==> config.mk <==
export PLATFORM = sky130hd
export DESIGN_NAME = skew_ripple_addsub
export DESIGN_NICKNAME = d
export VERILOG_FILES = /design/src/rtl/addsub_pkg.sv /design/src/rtl/addsub_ingest.sv /design/src/rtl/addsub_stage.sv /design/src/rtl/skew_ripple_addsub.sv
export SDC_FILE = /design/constraint.sdc
export NUM_CORES = 1
export LEC_CHECK = 0
export BUFFER_PORTS_ARGS = -buffer_cell sky130_fd_sc_hd__clkbuf_2
export CAP_MARGIN = 20
export CORE_MARGIN = 2
export CORE_UTILIZATION = 24
export DETAILED_ROUTE_END_ITERATION = 10
export GPL_TIMING_DRIVEN = 0
export PLACE_DENSITY = 0.49
export SYNTH_ARGS = -nofsm -noshare
export SYNTH_HDL_FRONTEND = slang
export SYNTH_HIERARCHICAL = 1
export SYNTH_SLANG_ARGS = --single-unit
==> constraint.sdc <==
create_clock -name clk_i -period 1.42 [get_ports clk_i]
set_clock_uncertainty 0.1 [all_clocks]
set_input_delay 0.071 -clock clk_i [delete_from_list [all_inputs] [get_ports clk_i]]
set_output_delay 0.071 -clock clk_i [all_outputs]
set_load 0.01 [all_outputs]
==> src/rtl/addsub_pkg.sv <==
package addsub_pkg;

  // one-bit full adder: {carry, sum}
  function automatic logic [1:0] fa(input logic x, input logic y, input logic z);
    return {(x & y) | (x & z) | (y & z), x ^ y ^ z};
  endfunction

endpackage

==> src/rtl/addsub_ingest.sv <==
// Level 0: operand conditioning, combinational.
module addsub_ingest #(
  parameter int W = 8
) (
  input  logic         valid_i,
  input  logic         sub_i,
  input  logic         nest_i,
  input  logic [W-1:0] a_i,
  input  logic [W-1:0] b_i,
  input  logic [W-1:0] c_i,
  output logic         vld_o,
  output logic         nest_o,
  output logic [W-1:0] a_o,
  output logic [W-1:0] b_o,
  output logic [W-1:0] c_o,
  output logic [W-1:0] s1_o,
  output logic [W-1:0] s2_o,
  output logic         cy1_o,
  output logic         cy2_o
);
  always_comb begin
    vld_o  = valid_i;
    nest_o = nest_i;
    a_o    = a_i;
    b_o    = sub_i ? ~b_i : b_i;
    c_o    = nest_i ? c_i : '0;
    s1_o   = '0;
    s2_o   = '0;
    cy1_o  = sub_i;   // +1 completes the two's complement
    cy2_o  = 1'b0;
  end
endmodule

==> src/rtl/addsub_stage.sv <==
// Level LVL: first ripple on bit LVL-1, nested ripple on bit LVL-2.
module addsub_stage
  import addsub_pkg::*;
#(
  parameter int W   = 8,
  parameter int LVL = 1
) (
  input  logic         clk_i,
  input  logic         rst_ni,
  input  logic         vld_i,
  input  logic         nest_i,
  input  logic [W-1:0] a_i,
  input  logic [W-1:0] b_i,
  input  logic [W-1:0] c_i,
  input  logic [W-1:0] s1_i,
  input  logic [W-1:0] s2_i,
  input  logic         cy1_i,
  input  logic         cy2_i,
  output logic         vld_o,
  output logic         nest_o,
  output logic [W-1:0] a_o,
  output logic [W-1:0] b_o,
  output logic [W-1:0] c_o,
  output logic [W-1:0] s1_o,
  output logic [W-1:0] s2_o,
  output logic         cy1_o,
  output logic         cy2_o
);
  localparam bit DO1 = (LVL <= W);
  localparam bit DO2 = (LVL >= 2);
  localparam int K   = DO1 ? LVL - 1 : W - 1;
  localparam int J   = DO2 ? LVL - 2 : 0;
  localparam logic [W-1:0] MASK_AB = DO1 ? ~(W'(1) << K) : '1;
  localparam logic [W-1:0] MASK_C  = DO2 ? ~(W'(1) << J) : '1;

  logic [W-1:0] s1_n, s2_n;
  logic         cy1_n, cy2_n;

  always_comb begin
    s1_n  = s1_i;
    s2_n  = s2_i;
    cy1_n = cy1_i;
    cy2_n = cy2_i;
    if (DO1) {cy1_n, s1_n[K]} = fa(a_i[K], b_i[K], cy1_i);
    if (DO2) {cy2_n, s2_n[J]} = fa(s1_i[J], c_i[J], cy2_i);
  end

  // consumed operand bits are dropped, later levels keep only pending ones
  always_ff @(posedge clk_i or negedge rst_ni) begin
    if (!rst_ni) begin
      vld_o  <= 1'b0;
      nest_o <= 1'b0;
      a_o    <= '0;
      b_o    <= '0;
      c_o    <= '0;
      s1_o   <= '0;
      s2_o   <= '0;
      cy1_o  <= 1'b0;
      cy2_o  <= 1'b0;
    end else begin
      vld_o  <= vld_i;
      nest_o <= nest_i;
      a_o    <= a_i & MASK_AB;
      b_o    <= b_i & MASK_AB;
      c_o    <= c_i & MASK_C;
      s1_o   <= s1_n;
      s2_o   <= s2_n;
      cy1_o  <= cy1_n;
      cy2_o  <= cy2_n;
    end
  end

  // with C forced to zero the nested chain never carries
  a_r5_quiet_chain: assert property (@(posedge clk_i) disable iff (!rst_ni)
    (vld_i && !nest_i) |-> !cy2_i);

endmodule

==> src/rtl/skew_ripple_addsub.sv <==
module skew_ripple_addsub #(
  parameter int W = 8
) (
  input  logic         clk_i,
  input  logic         rst_ni,
  input  logic         valid_i,
  input  logic         sub_i,
  input  logic         nest_i,
  input  logic [W-1:0] a_i,
  input  logic [W-1:0] b_i,
  input  logic [W-1:0] c_i,
  output logic         valid_o,
  output logic [W-1:0] sum_o,
  output logic         carry_o,
  output logic         carry2_o
);
  localparam int LAST = W + 1;   // one level per bit plus the nested tail

  logic         vld_l  [LAST+1];
  logic         nest_l [LAST+1];
  logic [W-1:0] a_l    [LAST+1];
  logic [W-1:0] b_l    [LAST+1];
  logic [W-1:0] c_l    [LAST+1];
  logic [W-1:0] s1_l   [LAST+1];
  logic [W-1:0] s2_l   [LAST+1];
  logic         cy1_l  [LAST+1];
  logic         cy2_l  [LAST+1];

  addsub_ingest #(.W(W)) u_ingest (
    .valid_i (valid_i),
    .sub_i   (sub_i),
    .nest_i  (nest_i),
    .a_i     (a_i),
    .b_i     (b_i),
    .c_i     (c_i),
    .vld_o   (vld_l[0]),
    .nest_o  (nest_l[0]),
    .a_o     (a_l[0]),
    .b_o     (b_l[0]),
    .c_o     (c_l[0]),
    .s1_o    (s1_l[0]),
    .s2_o    (s2_l[0]),
    .cy1_o   (cy1_l[0]),
    .cy2_o   (cy2_l[0])
  );

  for (genvar l = 1; l <= LAST; l++) begin : g_lvl
    addsub_stage #(.W(W), .LVL(l)) u_stage (
      .clk_i  (clk_i),
      .rst_ni (rst_ni),
      .vld_i  (vld_l[l-1]),
      .nest_i (nest_l[l-1]),
      .a_i    (a_l[l-1]),
      .b_i    (b_l[l-1]),
      .c_i    (c_l[l-1]),
      .s1_i   (s1_l[l-1]),
      .s2_i   (s2_l[l-1]),
      .cy1_i  (cy1_l[l-1]),
      .cy2_i  (cy2_l[l-1]),
      .vld_o  (vld_l[l]),
      .nest_o (nest_l[l]),
      .a_o    (a_l[l]),
      .b_o    (b_l[l]),
      .c_o    (c_l[l]),
      .s1_o   (s1_l[l]),
      .s2_o   (s2_l[l]),
      .cy1_o  (cy1_l[l]),
      .cy2_o  (cy2_l[l])
    );
  end

  assign valid_o  = vld_l[LAST];
  assign sum_o    = s2_l[LAST];
  assign carry_o  = cy1_l[LAST];
  assign carry2_o = cy2_l[LAST];

  // every operand bit has been consumed by the time a result leaves
  a_r6_operands_drained: assert property (@(posedge clk_i) disable iff (!rst_ni)
    valid_o |-> (a_l[LAST] == '0 && b_l[LAST] == '0 && c_l[LAST] == '0));

  // without nesting the aligned result equals the first ripple
  a_r5_nest_off_same: assert property (@(posedge clk_i) disable iff (!rst_ni)
    (valid_o && !nest_l[LAST]) |-> (sum_o == s1_l[LAST]));

  a_r5_no_carry2: assert property (@(posedge clk_i) disable iff (!rst_ni)
    (valid_o && !nest_l[LAST]) |-> !carry2_o);

endmodule

* Word-level counts from Yosys, hierarchy flattened *
Cells that the tools add are included.

word-level totals
  bits in registers = 190
  bits in latches = 0
  bits in writable memories = 0
  ROM bits = 0
  input bits = 29
  output and inout bits = 11
  word-level logic and storage cells = 174
  memories = 0

cells by class
  $add $sub $neg = 0
  multiply operators = 0
  div/mod/pow operators = 0
  $lt $le $gt $ge = 0
  eq/ne operators = 0
  shift operators = 0
  mux-type cells = 2
  bitwise gates (word level) = 108
  reductions and logical operators = 0

operator list
  kind           count
  $and A1 B1 Y1  46
  $xor A1 B1 Y1  31
  $or A1 B1 Y1   30
  $mux W8        2
  $not A8 Y8     1

* Longest topological paths before layout *
Gate-level depths: netlist of the first run.

  depth in word-level cells = 5
  gate-level depth with buffers = 3
  gate-level depth less buffers = 2

* Hierarchy *
Netlist of the first run, hierarchy kept.

modules (own cells, without submodules)
  module                                instances  cells an instance  area an instance (um^2)  seq. area each (um^2)
  addsub_stage at g_lvl[2].u_stage ...  7          47                 1,092.3                  1,026.0
  addsub_stage at g_lvl[9].u_stage      1          46                 1,107.3                  1,076.0
  addsub_stage at g_lvl[1].u_stage      1          46                 1,089.8                  1,051.0
  addsub_ingest                         1          46                 345.3                    0.0

* Worst setup path before layout of the first run *
Ideal clock, no wire load.

  path kind = reg-to-reg
  from = register g_lvl[1].u_stage.c_o[0]
  to = register g_lvl[2].u_stage.s2_o[0]
  library setup time = 136 ps
  arrival time = 814 ps
  required time = 1,184 ps
  slack = 370 ps
  stages on the path, launching flop included = 2
  path buffers = 0
  period minus slack after synthesis = 1,050 ps
  cell sequence = dfrtp_1 -> fa_1

between the ends
  word-level cells in the longest chain between the ends = 1

ends and longest elaborated chain
  element                       RTL line            source
  from (decl)                   addsub_stage.sv:23  output logic [W-1:0] c_o,
  from (signal assigned)        addsub_stage.sv:65  c_o <= c_i & MASK_C;
  $xor A1 B1 Y1                 addsub_pkg.sv:5     return {(x & y) | (x & z) | (y & z), x ^ y ^ z};
  via g_lvl[2].u_stage.s2_n[0]  addsub_stage.sv:36  logic [W-1:0] s1_n, s2_n;
  to (signal assigned)          addsub_stage.sv:67  s2_o <= s2_n;
  to (decl)                     addsub_stage.sv:25  output logic [W-1:0] s2_o,

The timed path passes the listed nets, and every way through them passes these cells.

==> results of run 1 <==
[where the power goes]
part	total, W	switching [W]	internal [W]
clock network	0.00471	0.00173	0.00298
registers	0.00568	0.000234	0.00545
logic	0.000621	0.000309	0.000312
[per-stage QoR]
| step | TNS (ns) | total power (W) | hold slack, ns |
|---|---|---|---|
| finish | 0 | 0.0110 | 0.0364 |
| global route | 0 | 0.0116 | 0.0521 |
| CTS | 0 | 0.0113 | 0.0245 |
| detailed placement | 0 | 0.00635 | -0.0590 |
| global placement | -417.12 | 0.00630 | 0.0809 |
| floorplan | 0 | 0.00595 | -0.325 |
[layer usage]
layer	GRT usage, %	vias to the layer above
li1	-	805
met1	6.86	925
met2	9.64	44
met3	3.39	15
met4	4.53	0
met5	0	-
[area by class of cell]
class / count / share of cell area (%)
Sequential cell: 163 / 66.6
Timing Repair Buffer: 71 / 9.67
Multi-Input combinational cell: 33 / 7.26
Clock buffer: 18 / 7.17
Tap cell: 234 / 4.78
Clock inverter: 13 / 2.96
Buffer: 12 / 1.53
[cell usage in the layout (no fill, tap or decap)]
master and n:
clkbuf_2 28, fa_1 16, bufinv_16 4, and2_1 8
buf_4 11, buf_16 1, conb_1 1, inv_6 2
dfrtp_1 163, clkinvlp_4 2, buf_6 1, xor2_1 8
clkinv_4 1, clkinv_2 4, clkbuf_8 2, clkbuf_16 17
dlygate4sd3_1 41
[path summary, 6_finish.rpt]
check | from | end | slack [ns] | depth (start not counted)
worst max-delay path | c_i[6] | g_lvl[1].u_stage/c_o[6] | 0.21 | 4
worst min-delay path | b_i[0] | g_lvl[1].u_stage/cy1_o | 0.04 | 3
worst max register to register | g_lvl[1].u_stage/a_o[1] | g_lvl[2].u_stage/s1_o[1] | 0.33 | 1
worst min register to register | g_lvl[4].u_stage/b_o[7] | g_lvl[5].u_stage/b_o[7] | 0.24 | 0
max in group asynchronous | rst_ni | g_lvl[8].u_stage/s2_o[3] | 0.31 | 3
min in group asynchronous | rst_ni | g_lvl[1].u_stage/a_o[7] | 0.05 | 2
[repair_timing]
action / in CTS / in global routing
setup endpoints to repair: 0 / 0
endpoints found under the hold margin: 149 / 0
resized for setup: 0 / 0
hold buffers: 41 / 0
[critical path, stage by stage]
cell and delay (ns):
dlygate4sd3_1 0.55, clkbuf_2 0.11, and2_1 0.13, dlygate4sd3_1 0.54
[flip-flops by register name, summed over array words and instances, names as in the netlist]
name / count
g_lvl.u_stage/s1_o: 8
g_lvl.u_stage/a_o: 28
g_lvl.u_stage/cy1_o: 9
g_lvl.u_stage/vld_o: 9
g_lvl.u_stage/s2_o: 36
g_lvl.u_stage/c_o: 36
g_lvl.u_stage/b_o: 28
g_lvl.u_stage/cy2_o: 9
==> out/metrics.cfg, run 1 <==
[pwr]
ir_worst_vdd_mv=0.823
cellPowerDensity_nw_per_um2=1800
leakage_nw=2.82

[cts]
cts_tree=yes
clkSlewWorstSetupHoldPaths_ns=0.06
cts_setup_buffers=0
cts_buffers=17
cts_buffer_depth=2
clk_latency_ns=0.41
root_buffer=clkbuf_16
htreeDepth=4
clock_sinks=163

[synth]
syn_inst=208
yosys_warnings=6
synth_nets=253
postSynthAreaPerCell_um2=22.2
synthesis.area_um2=4620

[finish]
final_core_util_pct=32.6
final_nets=343
final_area_um2=6120
regArea_um2=4080
multi_input_area_um2=444
antenna_cells=0
nFillCells=1804
drive_gt1_share_pct=23.5
stdcell_count=544
area_growth_pct=32.6

[floorplanning]
die_area_um2=20400
pin_count=40
start_util_pct=24.6
core_um2=18800
die_w_um=143
dieHeight_um=143
rows=50

[sta]
period_needed_ns=1.21
rsz0062_at_grt=no
slew_viol_final=0
clock.fmax_ghz=0.824
finalCritPeriodShare_pct=85.4
relSlewSlack_pct=63.9
setup_viol=0
hold_viol=0
setup_ws_ns=0.207
tightest_slew_ns=0.542

[flow_run]
cap_viol_max_count=0

[route]
dr_wl_met3_um=321
drcViolationCount=0
viasPerCell=3.29
wl_met1_mm=2.22
ant_nets=0
highest_layer=met4
drtIter0Drc=124
first_pass_iters=2
wire_per_inst_um=9.76
wl_mm=5.31
via_count=1789
met2_length_mm=2.59

[setup_path]
path_max_fanout=1
worstSetupPathType=primary input to flop
worstPathArrival_ns=1.41
critPathCaptureType=flop
required_ns=1.61
critPathLaunchType=primary input

[global_routing]
grt_max_degree=118
grt_use_total_pct=6.38
first_global_vias=2035
grt_overflow=0
grt_pass1_wl_mm=9.45
antenna_found_initial=0

[placed_design]
hpwl_mm=3.02
place_area_um2=5090
dp.cells=472
routabilityCongestion=0.611
io_buffers=29
place_ws_ns=0.294

[worst_hold_path]
hp-class=primary input to flop

[status]
status=finished clean

Note: power is estimated with default switching activity, not from simulation.
==> run 2: changes to the inputs <==
--- a/config.mk
+++ b/config.mk
@@ -8,10 +8,10 @@
 export BUFFER_PORTS_ARGS = -buffer_cell sky130_fd_sc_hd__clkbuf_2
 export CAP_MARGIN = 20
 export CORE_MARGIN = 2
-export CORE_UTILIZATION = 24
+export CORE_UTILIZATION = 60
 export DETAILED_ROUTE_END_ITERATION = 10
 export GPL_TIMING_DRIVEN = 0
-export PLACE_DENSITY = 0.49
+export PLACE_DENSITY = 0.89
 export SYNTH_ARGS = -nofsm -noshare
 export SYNTH_HDL_FRONTEND = slang
 export SYNTH_HIERARCHICAL = 1
==> out/metrics.cfg, run 2 <==
[synth]
synthesis.area_um2=4620  ; unchanged
postSynthAreaPerCell_um2=22.2  ; unchanged
synth_nets=253  ; unchanged
syn_inst=208  ; unchanged
yosys_warnings=6  ; unchanged

[cts]
cts_setup_buffers=0  ; unchanged
cts_hold_buf=41  ; unchanged
cts_buffers=17  ; unchanged
htreeDepth=4  ; unchanged
cts_buffer_depth=2  ; unchanged
root_buffer=clkbuf_8
ctsResizeCount=0  ; unchanged

[status]
status=did not finish
stop_error=[ERROR DPL-0033] detailed placement checks failed during check placement.
haltStage=clock tree synthesis (4_1_cts)

[floorplanning]
die_w_um=91.7  ; -36%
rows=31  ; -38%
pin_count=40  ; unchanged
start_util_pct=62.6  ; +38 points
dieHeight_um=91.7  ; -36%

[placed_design]
place_ws_ns=0.290  ; -0.00409 ns
routabilityCongestion=0.642  ; +5.1%
place_area_um2=4920  ; -3.3%
io_buffers=29  ; unchanged
hpwl_mm=2.91  ; -3.8%

[run 2: through the flow]
stage,instances,setup TNS (ns),hold slack (ns)
3_3_place_gp,336,-370.29,0.0804
3_5_place_dp,337,0,-0.0273
2_1_floorplan,208,0,-0.325
==> run 3: changes to the inputs <==
--- a/config.mk
+++ b/config.mk
@@ -8,10 +8,10 @@
 export BUFFER_PORTS_ARGS = -buffer_cell sky130_fd_sc_hd__clkbuf_2
 export CAP_MARGIN = 20
 export CORE_MARGIN = 2
-export CORE_UTILIZATION = 60
+export CORE_UTILIZATION = 40
 export DETAILED_ROUTE_END_ITERATION = 10
 export GPL_TIMING_DRIVEN = 0
-export PLACE_DENSITY = 0.89
+export PLACE_DENSITY_LB_ADDON = 0.15
 export SYNTH_ARGS = -nofsm -noshare
 export SYNTH_HDL_FRONTEND = slang
 export SYNTH_HIERARCHICAL = 1
==> out/metrics.cfg, run 3 (same netlist as run 1, synthesis figures left out) <==
[global_routing]
grt_overflow=0
first_global_vias=1947
grt_pass1_wl_mm=8.51
grt_max_degree=114
grt_use_total_pct=9.13
antenna_found_initial=0

[floorplanning]
rows=39  ; +26%
die_area_um2=12400
core_um2=11300
pin_count=40  ; unchanged
dieHeight_um=111  ; +21%
start_util_pct=40.8  ; -22 points
die_w_um=111  ; +21%

[cts]
clk_latency_ns=0.40
clock_sinks=163
htreeDepth=4  ; unchanged
cts_setup_buffers=0  ; unchanged
root_buffer=clkbuf_16
cts_buffer_depth=2  ; unchanged
clkSlewWorstSetupHoldPaths_ns=0.06
cts_buffers=17  ; unchanged
cts_tree=yes

[finish]
drive_gt1_share_pct=23.2
antenna_cells=0
area_growth_pct=30.2
final_common_cell=dfrtp_1
final_cell_mix=dfrtp_1 (163), dlygate4sd3_1 (41), clkbuf_2 (28), clkbuf_16 (17), fa_1 (16)
nFillCells=924
final_nets=343
reg_top3=g_lvl.u_stage/c_o: 36 flops, g_lvl.u_stage/s2_o: 36 flops
final_area_um2=6010

[sta]
whs_ns=0.0606
setup_viol=0
hold_viol=0
setup_ws_ns=0.166
period_needed_ns=1.25
tightest_slew_ns=0.515
relSlewSlack_pct=65.7
rsz0062_at_grt=no
clock.fmax_ghz=0.797
finalCritPeriodShare_pct=88.3
slew_viol_final=0

[route]
wl_mm=4.77
drtIter0Drc=47
viasPerCell=3.92
wire_per_inst_um=10.5
via_count=1778
dr_wl_met3_um=243
met2_length_mm=2.45
highest_layer=met4
wl_met1_mm=1.98
first_pass_iters=4
drcViolationCount=0
ant_nets=0

[setup_path]
critPathLaunchType=primary input
ff2ff_setup_slack_ns=0.33
required_ns=1.60
worstSetupPathType=primary input to flop
path_max_fanout=1
critPathCaptureType=flop
worstPathArrival_ns=1.44

[placed_design]
routabilityCongestion=0.625  ; -2.6%
place_ws_ns=0.321  ; +0.0305 ns
place_area_um2=4980  ; +1.1%
io_buffers=29  ; unchanged

[pwr]
ir_worst_vdd_mv=0.889
cellPowerDensity_nw_per_um2=1820
leakage_nw=2.83

[status]
status=finished clean

[flow_run]
cap_viol_max_count=0

[worst_hold_path]
hp-class=primary input to flop

-- run 3: per-layer routing --
metal	track usage (%)	vias up
met5	0	-
met4	5.19	0
met3	4.25	9
met1	9.74	927
li1	-	802
met2	15.0	40
-- run 3: final timing paths --
check | depth (start not counted) | start | to
worst max-delay path | 4 | c_i[2] | g_lvl[1].u_stage/c_o[2]
worst min-delay path | 3 | b_i[0] | g_lvl[1].u_stage/s1_o[0]
worst max register to register | 1 | g_lvl[2].u_stage/a_o[2] | g_lvl[3].u_stage/s1_o[2]
worst min register to register | 0 | g_lvl[5].u_stage/s2_o[3] | g_lvl[6].u_stage/s2_o[3]
max in group asynchronous | 3 | rst_ni | g_lvl[2].u_stage/c_o[3]
min in group asynchronous | 2 | rst_ni | g_lvl[9].u_stage/vld_o
-- run 3: critical path: stages --
cell	delay [ns]
dlygate4sd3_1	0.56
clkbuf_2	0.12
and2_1	0.14
dlygate4sd3_1	0.54
-- run 3: area by class of cell --
type	count	area, um2	share of cell area, %
Sequential cell	163	4080	67.8
Multi-Input combinational cell	33	444	7.39
Clock buffer	21	470	7.83
Clock inverter	10	154	2.56
Tap cell	143	179	2.98
Buffer	12	93.8	1.56
Timing Repair Buffer	71	592	9.84
-- run 3: timing repair --
action | 4_1_cts | 5_1_grt
resized for setup | 0 | 0
hold buffers | 41 | 0
hold endpoints to repair | 75 | 0
setup endpoints to repair | 0 | 0
-- run 3: report_power, final --
part | internal (W) | switching, W
logic | 0.000310 | 0.000296
registers | 0.00545 | 0.000225
clock network | 0.00306 | 0.00161
-- run 3: metrics by stage --
step | TNS [ns] | total power, W | util, % | std cells
CTS | 0 | 0.0111 | 53.1 | 453
global placement | -412.07 | 0.00624 | 43.6 | 380
finish | 0 | 0.0110 | 53.1 | 453
detailed placement | 0 | 0.00631 | 44.0 | 381
global route | 0 | 0.0115 | 53.1 | 453
floorplan | 0 | 0.00595 | - | 208
==> run 4: changes to the inputs <==
--- a/config.mk
+++ b/config.mk
@@ -5,13 +5,16 @@
 export SDC_FILE = /design/constraint.sdc
 export NUM_CORES = 1
 export LEC_CHECK = 0
+export ABC_AREA = 1
 export BUFFER_PORTS_ARGS = -buffer_cell sky130_fd_sc_hd__clkbuf_2
 export CAP_MARGIN = 20
 export CORE_MARGIN = 2
 export CORE_UTILIZATION = 40
 export DETAILED_ROUTE_END_ITERATION = 10
 export GPL_TIMING_DRIVEN = 0
+export HOLD_SLACK_MARGIN = 0.06
 export PLACE_DENSITY_LB_ADDON = 0.15
+export SKIP_LAST_GASP = 1
 export SYNTH_ARGS = -nofsm -noshare
 export SYNTH_HDL_FRONTEND = slang
 export SYNTH_HIERARCHICAL = 1
==> out/metrics.cfg, run 4 <==
[status]
status=finished clean

[route]
first_pass_iters=4  ; unchanged
wl_mm=5.20  ; +9.2%
wire_per_inst_um=10.8  ; +2.4%
drcViolationCount=0  ; unchanged
via_count=1940  ; +9.1%
viasPerCell=4.02  ; +2.3%
ant_nets=0  ; unchanged
drtIter0Drc=42  ; -11%

[sta]
hold_viol=0  ; unchanged
setup_ws_ns=0.119  ; -0.0466 ns
slew_viol_final=0  ; unchanged
tightest_slew_ns=0.519  ; +0.00382 ns
finalCritPeriodShare_pct=91.6  ; +3.3 points
period_needed_ns=1.30  ; +0.0466 ns
clock.fmax_ghz=0.769  ; -3.6%
relSlewSlack_pct=65.4  ; -0.25 points
setup_viol=0  ; unchanged
rsz0062_at_grt=no

[floorplanning]
die_w_um=112  ; +0.79%
dieHeight_um=112  ; +0.79%
pin_count=40  ; unchanged
die_area_um2=12600  ; +1.6%
rows=39  ; unchanged
core_um2=11400  ; +0.86%
start_util_pct=41.1  ; +0.32 points

[cts]
cts_hold_buf=42  ; +2.4%
ctsResizeCount=0  ; unchanged
clock_sinks=163  ; unchanged
cts_buffers=17  ; unchanged
clk_latency_ns=0.40  ; about the same
root_buffer=clkbuf_16
cts_tree=yes
htreeDepth=4  ; unchanged
cts_setup_buffers=0  ; unchanged
cts_buffer_depth=2  ; unchanged
clkSlewWorstSetupHoldPaths_ns=0.06  ; about the same

[finish]
final_area_um2=6050  ; +0.65%
final_common_cell=dfrtp_1
reg_top3=g_lvl.u_stage/c_o: 36 flops, g_lvl.u_stage/s2_o: 36 flops
final_cell_mix=dfrtp_1 (163), dlygate4sd3_1 (42), nand2_1 (32), clkbuf_2 (27), clkbuf_16 (17)
antenna_cells=0  ; unchanged
drive_gt1_share_pct=21.2  ; -2.0 points
area_growth_pct=28.9
final_nets=377  ; +9.9%

[setup_path]
path_max_fanout=9  ; +8
worstPathArrival_ns=1.50  ; +0.06 ns
critPathLaunchType=primary input
critPathCaptureType=flop
r2r_start=g_lvl[3].u_stage/a_o[3]
ff2ff_setup_slack_ns=0.31  ; -0.02 ns
reg2reg_depth=1  ; unchanged
worstSetupPathType=primary input to flop
worstReg2RegEnd=g_lvl[4].u_stage/s1_o[3]
required_ns=1.62  ; +0.02 ns

[pwr]
leakage_nw=2.92  ; +3.4%
switching_power_w=0.00209  ; -2.2%
pwr-share-comb_pct=5.4  ; about the same
cellPowerDensity_nw_per_um2=1770  ; -3.1%
ir_worst_vdd_mv=0.924  ; +4.0%
internal_power_w=0.00859  ; -2.6%
share_seq_of_total_power_pct=52.3  ; +0.5 points
p_sw_share_pct=19.5  ; +0.057 points
pwr-share-clk_pct=42.2  ; -0.5 points

[synth]
yosys_warnings=6  ; unchanged
synthesis.area_um2=4690  ; +1.7%
postSynthAreaPerCell_um2=19.4  ; -13%
syn_inst=242  ; +16%
synth_nets=287  ; +13%

[global_routing]
grt_pass1_wl_mm=9.32  ; +9.4%
grt_max_degree=112  ; -1.8%
grt_overflow=0  ; unchanged
first_global_vias=2108  ; +8.3%
grt_use_total_pct=9.91  ; +0.78 points
antenna_found_initial=0  ; unchanged

[worst_hold_path]
hp-class=primary input to async pin

[placed_design]
place_ws_ns=0.340  ; +0.0189 ns
routabilityCongestion=0.635  ; +1.6%
io_buffers=28  ; -3.4%
hpwl_mm=2.68
place_area_um2=5050  ; +1.4%

[flow_run]
cap_viol_max_count=0  ; unchanged

[run 4: worst max path at each step]
stage,from,to,slack (ns),cells past startpoint
after floorplan,g_lvl[1].u_stage/a_o[1],g_lvl[2].u_stage/s1_o[1],0.37,1
after global placement,rst_ni,g_lvl[1].u_stage/a_o[2],-2.52,1
after detailed placement,g_lvl[6].u_stage/a_o[6],g_lvl[7].u_stage/s1_o[6],0.34,1
after CTS,sub_i,g_lvl[1].u_stage/b_o[4],0.15,6
after global routing,sub_i,g_lvl[1].u_stage/b_o[3],0.05,6
final,sub_i,g_lvl[1].u_stage/b_o[3],0.12,6
[run 4: power groups by stage]
stage	Sequential (W)	Combinational, W	Clock [W]
2_1_floorplan	0.00571	0.000154	0
3_3_place_gp	0.00566	0.000484	0
3_5_place_dp	0.00569	0.000512	0
4_1_cts	0.00560	0.000600	0.00463
5_1_grt	0.00567	0.000684	0.00484
6_report	0.00559	0.000579	0.00451
[run 4: worst max-delay path, stage by stage]
cell	delay, ns
dlygate4sd3_1	0.56
buf_6	0.16
inv_8	0.05
nand2_1	0.05
dlygate4sd3_1	0.55
nand2_1	0.06
[run 4: through the flow]
stage	hold WS [ns]	util [%]	power [W]	TNS, ns	instances
5_1_grt	0.104	53.0	0.0112	0	483
3_5_place_dp	-0.0403	44.2	0.00620	0	414
4_1_cts	0.0824	53.0	0.0108	0	483
3_3_place_gp	0.0805	43.9	0.00615	-408.80	413
2_1_floorplan	-0.325	-	0.00586	0	242
6_report	0.0628	53.0	0.0107	0	483
[run 4: cell type report]
type / instances / area [um2]
multi-input combinational: 49 / 444
clock inverter: 7 / 135
timing repair buffer: 71 / 597
sequential: 163 / 4080
inverter: 17 / 71.3
fill: 946 / 5370
buffer: 13 / 98.8
tap: 143 / 179
clock buffer: 20 / 447
[run 4: metal layers]
layer	wire length [um]	vias up	track usage, %
li1	-	886	-
met1	2170	1003	10.9
met2	2670	39	15.7
met3	219	12	3.73
met4	136	0	7.32
met5	0	-	0
